### src/rtl/pwm_chan_pkg.sv
// Shared constants and types for the PWM channel.
package pwm_chan_pkg;
    localparam int PRES_W   = 4;   // width of the prescale select
    localparam int MAX_PRES = 10;  // largest legal prescale exponent

    typedef enum logic {
        UPD_DUTY   = 1'b0,
        UPD_PERIOD = 1'b1
    } upd_tgt_e;
endpackage

### src/rtl/pwm_tick_gen.sv
// Prescale tick generator: pulses tick once every 2^s clocks while enabled,
// with s the clamped prescale select. Assumes pres_sel is static while running.
module pwm_tick_gen
    import pwm_chan_pkg::*;
(
    input  logic              clk,
    input  logic              rst_n,
    input  logic              chan_en,
    input  logic [PRES_W-1:0] pres_sel,
    output logic              tick
);
    logic [MAX_PRES-1:0] div_q;
    logic [PRES_W-1:0]   pres_eff;
    logic [MAX_PRES-1:0] mask;

    // Clamp the exponent and build the low-bit mask.
    always_comb begin
        pres_eff = (pres_sel > PRES_W'(MAX_PRES)) ? PRES_W'(MAX_PRES) : pres_sel;
        mask     = MAX_PRES'((32'd1 << pres_eff) - 32'd1);
        tick     = chan_en && ((div_q & mask) == mask);
    end

    // Free-running divider, cleared while the channel is stopped.
    always_ff @(posedge clk) begin
        if (!rst_n || !chan_en) div_q <= '0;
        else                    div_q <= div_q + 1'b1;
    end

    AST_DIV_IDLE: assert property (@(posedge clk) disable iff (!rst_n)
        !chan_en |=> !tick || pres_eff == '0) else $error("divider not cleared");
endmodule

### src/rtl/pwm_live_regs.sv
// Live period/duty registers with a single-entry update buffer.
// Stopped: direct loads take effect at once. Running: updates are held and
// copied at the period boundary; a write in the boundary cycle waits a period.
module pwm_live_regs
    import pwm_chan_pkg::*;
#(
    parameter int W = 16
) (
    input  logic         clk,
    input  logic         rst_n,
    input  logic         chan_en,
    input  logic         boundary,
    input  logic         dir_wr,
    input  logic [W-1:0] dir_period,
    input  logic [W-1:0] dir_duty,
    input  logic         upd_wr,
    input  logic         upd_sel,
    input  logic [W-1:0] upd_val,
    output logic [W-1:0] period_q,
    output logic [W-1:0] duty_q
);
    logic         pend_q;
    upd_tgt_e     tgt_q;
    logic [W-1:0] val_q;

    // Load, buffer and apply the live values.
    always_ff @(posedge clk) begin
        if (!rst_n) begin
            period_q <= '0;
            duty_q   <= '0;
            pend_q   <= 1'b0;
            tgt_q    <= UPD_DUTY;
            val_q    <= '0;
        end else if (!chan_en) begin
            pend_q <= 1'b0;
            if (dir_wr) begin
                period_q <= dir_period;
                duty_q   <= dir_duty;
            end
            if (upd_wr) begin
                if (upd_sel) period_q <= upd_val;
                else         duty_q   <= upd_val;
            end
        end else begin
            if (boundary && pend_q) begin
                if (tgt_q == UPD_PERIOD) period_q <= val_q;
                else                     duty_q   <= val_q;
            end
            if (upd_wr) begin
                pend_q <= 1'b1;
                tgt_q  <= upd_tgt_e'(upd_sel);
                val_q  <= upd_val;
            end else if (boundary) begin
                pend_q <= 1'b0;
            end
        end
    end

    AST_HOLD_MIDPERIOD: assert property (@(posedge clk) disable iff (!rst_n)
        chan_en && !boundary |=> $stable(period_q) && $stable(duty_q))
        else $error("live value changed mid-period");
    AST_PEND_CLEARS: assert property (@(posedge clk) disable iff (!rst_n)
        chan_en && boundary && !upd_wr |=> !pend_q) else $error("pending kept");
    AST_PEND_DROP: assert property (@(posedge clk) disable iff (!rst_n)
        !chan_en |=> !pend_q) else $error("pending not dropped");
endmodule

### src/rtl/pwm_wave_gen.sv
// Period counter and waveform compare. Counts ticks 0..P-1 (P=0 acts as 1),
// flags the first cycle of each new period, and reports active level.
module pwm_wave_gen #(
    parameter int W = 16
) (
    input  logic         clk,
    input  logic         rst_n,
    input  logic         chan_en,
    input  logic         tick,
    input  logic [W-1:0] period_q,
    input  logic [W-1:0] duty_q,
    output logic         boundary,
    output logic         start_q,
    output logic         active,
    output logic [W-1:0] cnt_q
);
    logic [W:0] cnt_nxt;

    // Wrap detection and inactive/active compare.
    always_comb begin
        cnt_nxt  = {1'b0, cnt_q} + (W+1)'(1);
        boundary = tick && (cnt_nxt >= {1'b0, period_q});
        active   = (cnt_q >= duty_q);
    end

    // Step the counter and register the period-start pulse.
    always_ff @(posedge clk) begin
        if (!rst_n || !chan_en) begin
            cnt_q   <= '0;
            start_q <= 1'b0;
        end else begin
            if (boundary)  cnt_q <= '0;
            else if (tick) cnt_q <= cnt_nxt[W-1:0];
            start_q <= boundary;
        end
    end

    AST_CNT_HOLD: assert property (@(posedge clk) disable iff (!rst_n)
        chan_en && !tick |=> $stable(cnt_q)) else $error("count moved without tick");
    AST_IDLE_CLEAR: assert property (@(posedge clk) disable iff (!rst_n)
        !chan_en |=> cnt_q == '0 && !start_q) else $error("idle not cleared");
endmodule

### src/rtl/pwm_dbuf_channel.sv
// Top of one double-buffered PWM channel: prescaler, live/buffer registers
// and waveform generator. The output is the inactive level whenever stopped.
module pwm_dbuf_channel
    import pwm_chan_pkg::*;
#(
    parameter int W = 16
) (
    input  logic              clk,
    input  logic              rst_n,
    input  logic              chan_en,
    input  logic [PRES_W-1:0] pres_sel,
    input  logic              pol_inv,
    input  logic              dir_wr,
    input  logic [W-1:0]      dir_period,
    input  logic [W-1:0]      dir_duty,
    input  logic              upd_wr,
    input  logic              upd_sel,
    input  logic [W-1:0]      upd_val,
    output logic              pwm_out,
    output logic              period_start
);
    logic         tick, boundary, active;
    logic [W-1:0] period_q, duty_q, cnt_q;

    pwm_tick_gen u_tick (
        .clk(clk), .rst_n(rst_n), .chan_en(chan_en), .pres_sel(pres_sel), .tick(tick)
    );

    pwm_live_regs #(.W(W)) u_regs (
        .clk(clk), .rst_n(rst_n), .chan_en(chan_en), .boundary(boundary),
        .dir_wr(dir_wr), .dir_period(dir_period), .dir_duty(dir_duty),
        .upd_wr(upd_wr), .upd_sel(upd_sel), .upd_val(upd_val),
        .period_q(period_q), .duty_q(duty_q)
    );

    pwm_wave_gen #(.W(W)) u_wave (
        .clk(clk), .rst_n(rst_n), .chan_en(chan_en), .tick(tick),
        .period_q(period_q), .duty_q(duty_q), .boundary(boundary),
        .start_q(period_start), .active(active), .cnt_q(cnt_q)
    );

    // Apply polarity; stopped channel sits at the inactive level.
    always_comb pwm_out = (chan_en && active) ^ pol_inv;

    AST_START_AT_ZERO: assert property (@(posedge clk) disable iff (!rst_n)
        period_start |-> cnt_q == '0) else $error("start not at count 0");
endmodule

### config.mk
export PLATFORM = sky130hd
export DESIGN_NAME = pwm_dbuf_channel
export DESIGN_NICKNAME = d
export VERILOG_FILES = /design/src/rtl/pwm_chan_pkg.sv /design/src/rtl/pwm_tick_gen.sv /design/src/rtl/pwm_live_regs.sv /design/src/rtl/pwm_wave_gen.sv /design/src/rtl/pwm_dbuf_channel.sv
export SDC_FILE = /design/constraint.sdc
export NUM_CORES = 1
export LEC_CHECK = 0
export BUFFER_PORTS_ARGS = -buffer_cell sky130_fd_sc_hd__buf_2
export CAP_MARGIN = 5
export CORE_MARGIN = 4
export CORE_UTILIZATION = 53
export CTS_CLUSTER_DIAMETER = 30
export CTS_CLUSTER_SIZE = 40
export DETAILED_ROUTE_END_ITERATION = 16
export PLACE_DENSITY_LB_ADDON = 0.05
export SYNTH_ARGS = -nofsm -noshare
export SYNTH_HDL_FRONTEND = slang
export SYNTH_SLANG_ARGS = --single-unit
### constraint.sdc
create_clock -name clk -period 4.05 [get_ports clk]
set_input_delay 0.81 -clock clk [delete_from_list [all_inputs] [get_ports clk]]
set_output_delay 0.81 -clock clk [all_outputs]
set_load 0.02 [all_outputs]
# == After elaboration in Yosys (flattened, before gate mapping) ==
# Index checks and enable logic that the tools add are counted.
# classes
n_mux,15
n_eq_ne,4
bitwise_logic,2
n_reduce_logical,13
add_sub_neg,3
n_lt_le_gt_ge,3
shift,1
# ops
op,count
16-bit two-way mux,12
16-bit by 1-bit adder with 17-bit output (second input constant),1
17-bit by 16-bit greater-or-equal comparator with 1-bit output,1
16-bit greater-or-equal comparator,1
10-bit by 1-bit adder with 10-bit output (second input constant),1
10-bit AND,1
10-bit == test,1
1-bit by 4-bit << shifter with 10-bit output (first input constant),1
10-bit by 1-bit subtractor with 10-bit output (second input constant),1
2-bit AND reduction,4
4-bit > comparator (second input constant),1
1-bit logical AND,4
4-bit two-way mux,1
2-bit by 1-bit != test with 1-bit output (second input constant),2
1-bit logical NOT,2
1-bit two-way mux,2
2-bit != test (second input constant),1
2-bit nonzero test,1
2-bit OR reduction,1
1-bit logical OR,1
1-bit bitwise XOR,1
# totals
reg_bits,77
in_bits,59

# == Logic depth before layout (Yosys ltp) ==
# depth
ltp_word,11
mapped_depth,17

# == Hierarchy ==
# From an unflattened synthesis, not the netlist that was laid out.
# hier_totals
hier_cells,674
area_unflattened_um2,5766.8
# modules_own_cells
mod,instances,area_per_inst_um2,cells_each
pwm_live_regs,1,3138.0,357
pwm_wave_gen,1,1985.7,240
pwm_tick_gen,1,630.6,75
pwm_dbuf_channel,1,12.5,2

# == Least setup slack after synthesis ==
# Ideal clock, no wire load.
# synth_timing
path_kind,reg-to-reg
start,register u_wave.cnt_q[0]
end,register u_regs.duty_q[0]
path_slack_ps,404
setup_ps,120
synth_period_minus_slack_ps,3646
stages_incl_launch_ff,18
path_buffers,2
t_required_ps,3930
t_arrival_ps,3526
path_cell_list,dfxtp_1 -> ha_1 -> nand3_1 -> nor2_1 -> and3_1 -> nand3_1 -> nor3_1 -> xor2_1 -> ha_1 -> nand3_1 -> nor2_1 -> a2111oi_0 -> o211ai_1 -> and2_4 -> buf_12 -> buf_4 -> and3_1 -> o31a_1
# synth_between
elab_chain_len,6
# synth_rtl
item,line,source
start: declaration,pwm_wave_gen.sv:15,output logic [W-1:0] cnt_q
start signal: assignment,pwm_wave_gen.sv:33,else if (tick) cnt_q <= cnt_nxt[W-1:0];
16-bit by 1-bit adder with 17-bit output,pwm_wave_gen.sv:21,"cnt_nxt = {1'b0, cnt_q} + (W+1)'(1);"
via u_wave.cnt_nxt[14],pwm_wave_gen.sv:17,logic [W:0] cnt_nxt;
17-bit by 16-bit greater-or-equal comparator with 1-bit output,pwm_wave_gen.sv:22,"boundary = tick && (cnt_nxt >= {1'b0, period_q});"
1-bit logical AND,pwm_wave_gen.sv:22,
1-bit logical AND,pwm_live_regs.sv:45,if (boundary && pend_q) begin
2-bit by 1-bit != test with 1-bit output (no line),--,
2-bit AND reduction (no line),--,
end signal: assignment,pwm_live_regs.sv:38,duty_q <= dir_duty;
end signal: assignment,pwm_live_regs.sv:42,else duty_q <= upd_val;
end signal: assignment,pwm_live_regs.sv:47,else duty_q <= val_q;
end: declaration,pwm_live_regs.sv:20,output logic [W-1:0] duty_q
# The timed path passes the listed nets, and every way through them passes these cells.
# A chain may end at the register's enable or synchronous reset.

# == Final worst setup path ==
# layout_timing
start,register u_wave.cnt_q[1]
end,register u_regs.period_q[4]
# layout_between
elab_chain_len,6
# layout_rtl
item,line,source
16-bit by 1-bit adder with 17-bit output,pwm_wave_gen.sv:21,
via u_wave.cnt_nxt[14],pwm_wave_gen.sv:17,
17-bit by 16-bit greater-or-equal comparator with 1-bit output,pwm_wave_gen.sv:22,
1-bit logical AND,pwm_wave_gen.sv:22,
1-bit logical AND,pwm_live_regs.sv:45,
2-bit by 1-bit != test with 1-bit output (no line),--,
2-bit AND reduction (no line),--,
end signal: assignment,pwm_live_regs.sv:37,period_q <= dir_period;
end signal: assignment,pwm_live_regs.sv:41,if (upd_sel) period_q <= upd_val;
end signal: assignment,pwm_live_regs.sv:46,if (tgt_q == UPD_PERIOD) period_q <= val_q;
end: declaration,pwm_live_regs.sv:19,"output logic [W-1:0] period_q,"
# The timed path passes the listed nets, and every way through them passes these cells.

==> qor.yml <==
avgViaCountPerCell: 5.80
slowest_stage: "dfxtp_1"
status: "finished clean"
drt-initial-drc-count: 385
cts_tree: "done"
final_common_cell: "nand2_1"
placedCellCount: 825
async_flop_share_pct: 0
finalCritPeriodShare_pct: 92.7
setup_tns_ps: 0
rows: 36
wl_mm: 14.5
routedWlPerCell_um: 17.2
critPathTopFamily: "simple AND/OR/NAND/NOR gates"
skew_ps: 12.1
final_nets: 800
worst_hold_slack_ps: 475
cts_sinks: 77
dp_hpwl_mm: 9.83
overflow: 0
cts_buffer_depth: 2
fmax_ghz: 0.266
slew_viol_final: 0
fin_cells: 842
numCtsBuffers: 9
portBuffers: 60
grt_pass1_vias: 4458
syn-num-nets: 763
maxCapViolCount: 0
synth_area_per_cell_um2: 7.88
path_class: "flip-flop to flip-flop"
cts-resized-gates: 0
clk_pin_slew_ps: 80
yosysUniqueCellTypes: 52
ios: 61
htree_levels: 3
synthesis.area_mm2: 0.00527
critPathMaxFanout: 32
placed_area_mm2: 0.00554
die_y_um: 108
required_ps: 4290
setup_viol: 0
grt_pass1_wl_mm: 22.9
ys_seq_area_share_pct: 29.2
ys_warn_count: 0
hold_path_class: "flip-flop to flip-flop"
antenna_found_initial: 0
grt_setup_unrepaired: "false"
critPathArrivalTime_ps: 4000
fp.dieArea_mm2: 0.0116
max-slew-margin-rel_pct: 19.6
core_area_mm2: 0.00973
powerDensity_mw_per_mm2: 283
final_cell_mix: "nand2_1, dfxtp_1, nor2_1, buf_2, a21oi_1"
start_util_pct: 54.2
grt_max_degree: 70
grt_usage_pct: 24.7
globalplace.congestion: 0.872
drive_gt1_share_pct: 12.8
ir_drop_v: 0.000164
cpPeakStageDelay_ps: 390
clk_latency_ps: 350
cp-end-kind: "flip-flop"
drc: 0
cts_setup_buffers: 0
crit_chain: "ha_1 -> nand3_1 -> nor2_1 -> and3_1 -> nand3_2 -> nor3_1 -> xor2_1 -> ha_1 -> nand3_1 -> nor2_1 -> a2111oi_1 -> o211ai_1 -> and2_4 -> and3_1 -> o31a_1"
first_pass_iters: 5
synth-edff-count: 0
cts_hold_buffers: 0
final_antenna_net_count: 0
timing.final.crit_period_ps: 3750
area_growth_pct: 9.21
stdcell_area_mm2: 0.00576
antennaDiodeCount: 0
worst_pin_slew_ps: 1210
die_w_um: 108
crit_buf_inv: 0
ys_seq_elements: 77
p_leak_nw: 2.50
clock-root-buffer: "clkbuf_8"
syn_inst: 669
synth_ff_type: "dfxtp_1"
via_count: 4880
hold_viol: 0
startpoint_type: "flip-flop"
## power breakdown
part	switching [mW]	internal, mW
combinational	0.149	0.108
sequential	0.0259	0.787
clock	0.284	0.276
## worst min-delay path, cell delays in order (launching register included)
cell	delay [ps]
dfxtp_1	320
nand2_1	50
a21boi_0	60
## layout make-up
cell class                      instances  area (µm²)
Fill cell                             931        3970
Multi-Input combinational cell        514        3360
Sequential cell                        77        1540
Timing Repair Buffer                   70         383
Tap cell                              133         166
Inverter                               34         128
Clock buffer                            9         124
Clock inverter                          5        53.8
## sequential cells by signal, summed over array words and instances (netlist names)
name / cells
u_regs.tgt_q: 1
u_regs.period_q: 16
u_wave.start_q: 1
u_regs.pend_q: 1
u_tick.div_q: 10
u_wave.cnt_q: 16
u_regs.val_q: 16
u_regs.duty_q: 16
## worst paths after layout
check                        to             from  cells past startpoint  slack [ps]
min             u_regs.val_q[6]  u_regs.val_q[6]                      2         470
min reg2reg     u_regs.val_q[6]  u_regs.val_q[6]                      2         470
max reg2reg  u_regs.period_q[4]  u_wave.cnt_q[1]                     15         300
max          u_regs.period_q[4]  u_wave.cnt_q[1]                     15         300
## through the flow
step | utilization, % | setup slack [ps] | power [mW]
finish | 59.2 | 297 | 1.63
global route | 59.2 | 14.3 | 1.70
CTS | 58.8 | 201 | 1.64
detailed placement | 56.9 | 206 | 1.08
global placement | 56.9 | 310 | 1.07
floorplan | - | 404 | 0.996
## synthesized netlist by cell type (4+ instances only)
library cell   n  area, µm²
dfxtp_1       77       1540
nor2_1        73        274
nand3_1       16       80.1
nand2_1       93        349
xnor2_1       19        166
ha_1          35        438
xor2_1        18        158
o31a_1        32        280
a21oi_1       47        235
and3_1        36        225
inv_1         34        128
buf_1          4       15.0
clkbuf_1      23       86.3
nor4_1         4       25.0
a21boi_0      18        135
o21ai_0       12       60.1
a211oi_1      33        248
nor3_1         5       25.0
buf_2          9       45.0
mux2i_1       32        320
## metal layers
layer	global-route usage, %	wire length (µm)
met3	2.82	751
met2	38.1	6510
met1	36.4	7010
met4	6.40	190
met5	0	0
## logic make-up (layout without fill, tap and decap cells)
logic type | Yosys count | in the layout | synth area share [%]
adder cells (fa/ha/maj) | 35 | 35 | 8.31
XOR/XNOR | 37 | 37 | 6.15
buffers and inverters | 80 | 118 | 7.50
AO/OA/AOI/OAI | 161 | 161 | 21.3
flip-flops | 77 | 77 | 29.2
AND/OR/NAND/NOR | 247 | 249 | 21.4
multiplexers | 32 | 32 | 6.08
Note: power is estimated with default switching activity, not from simulation.
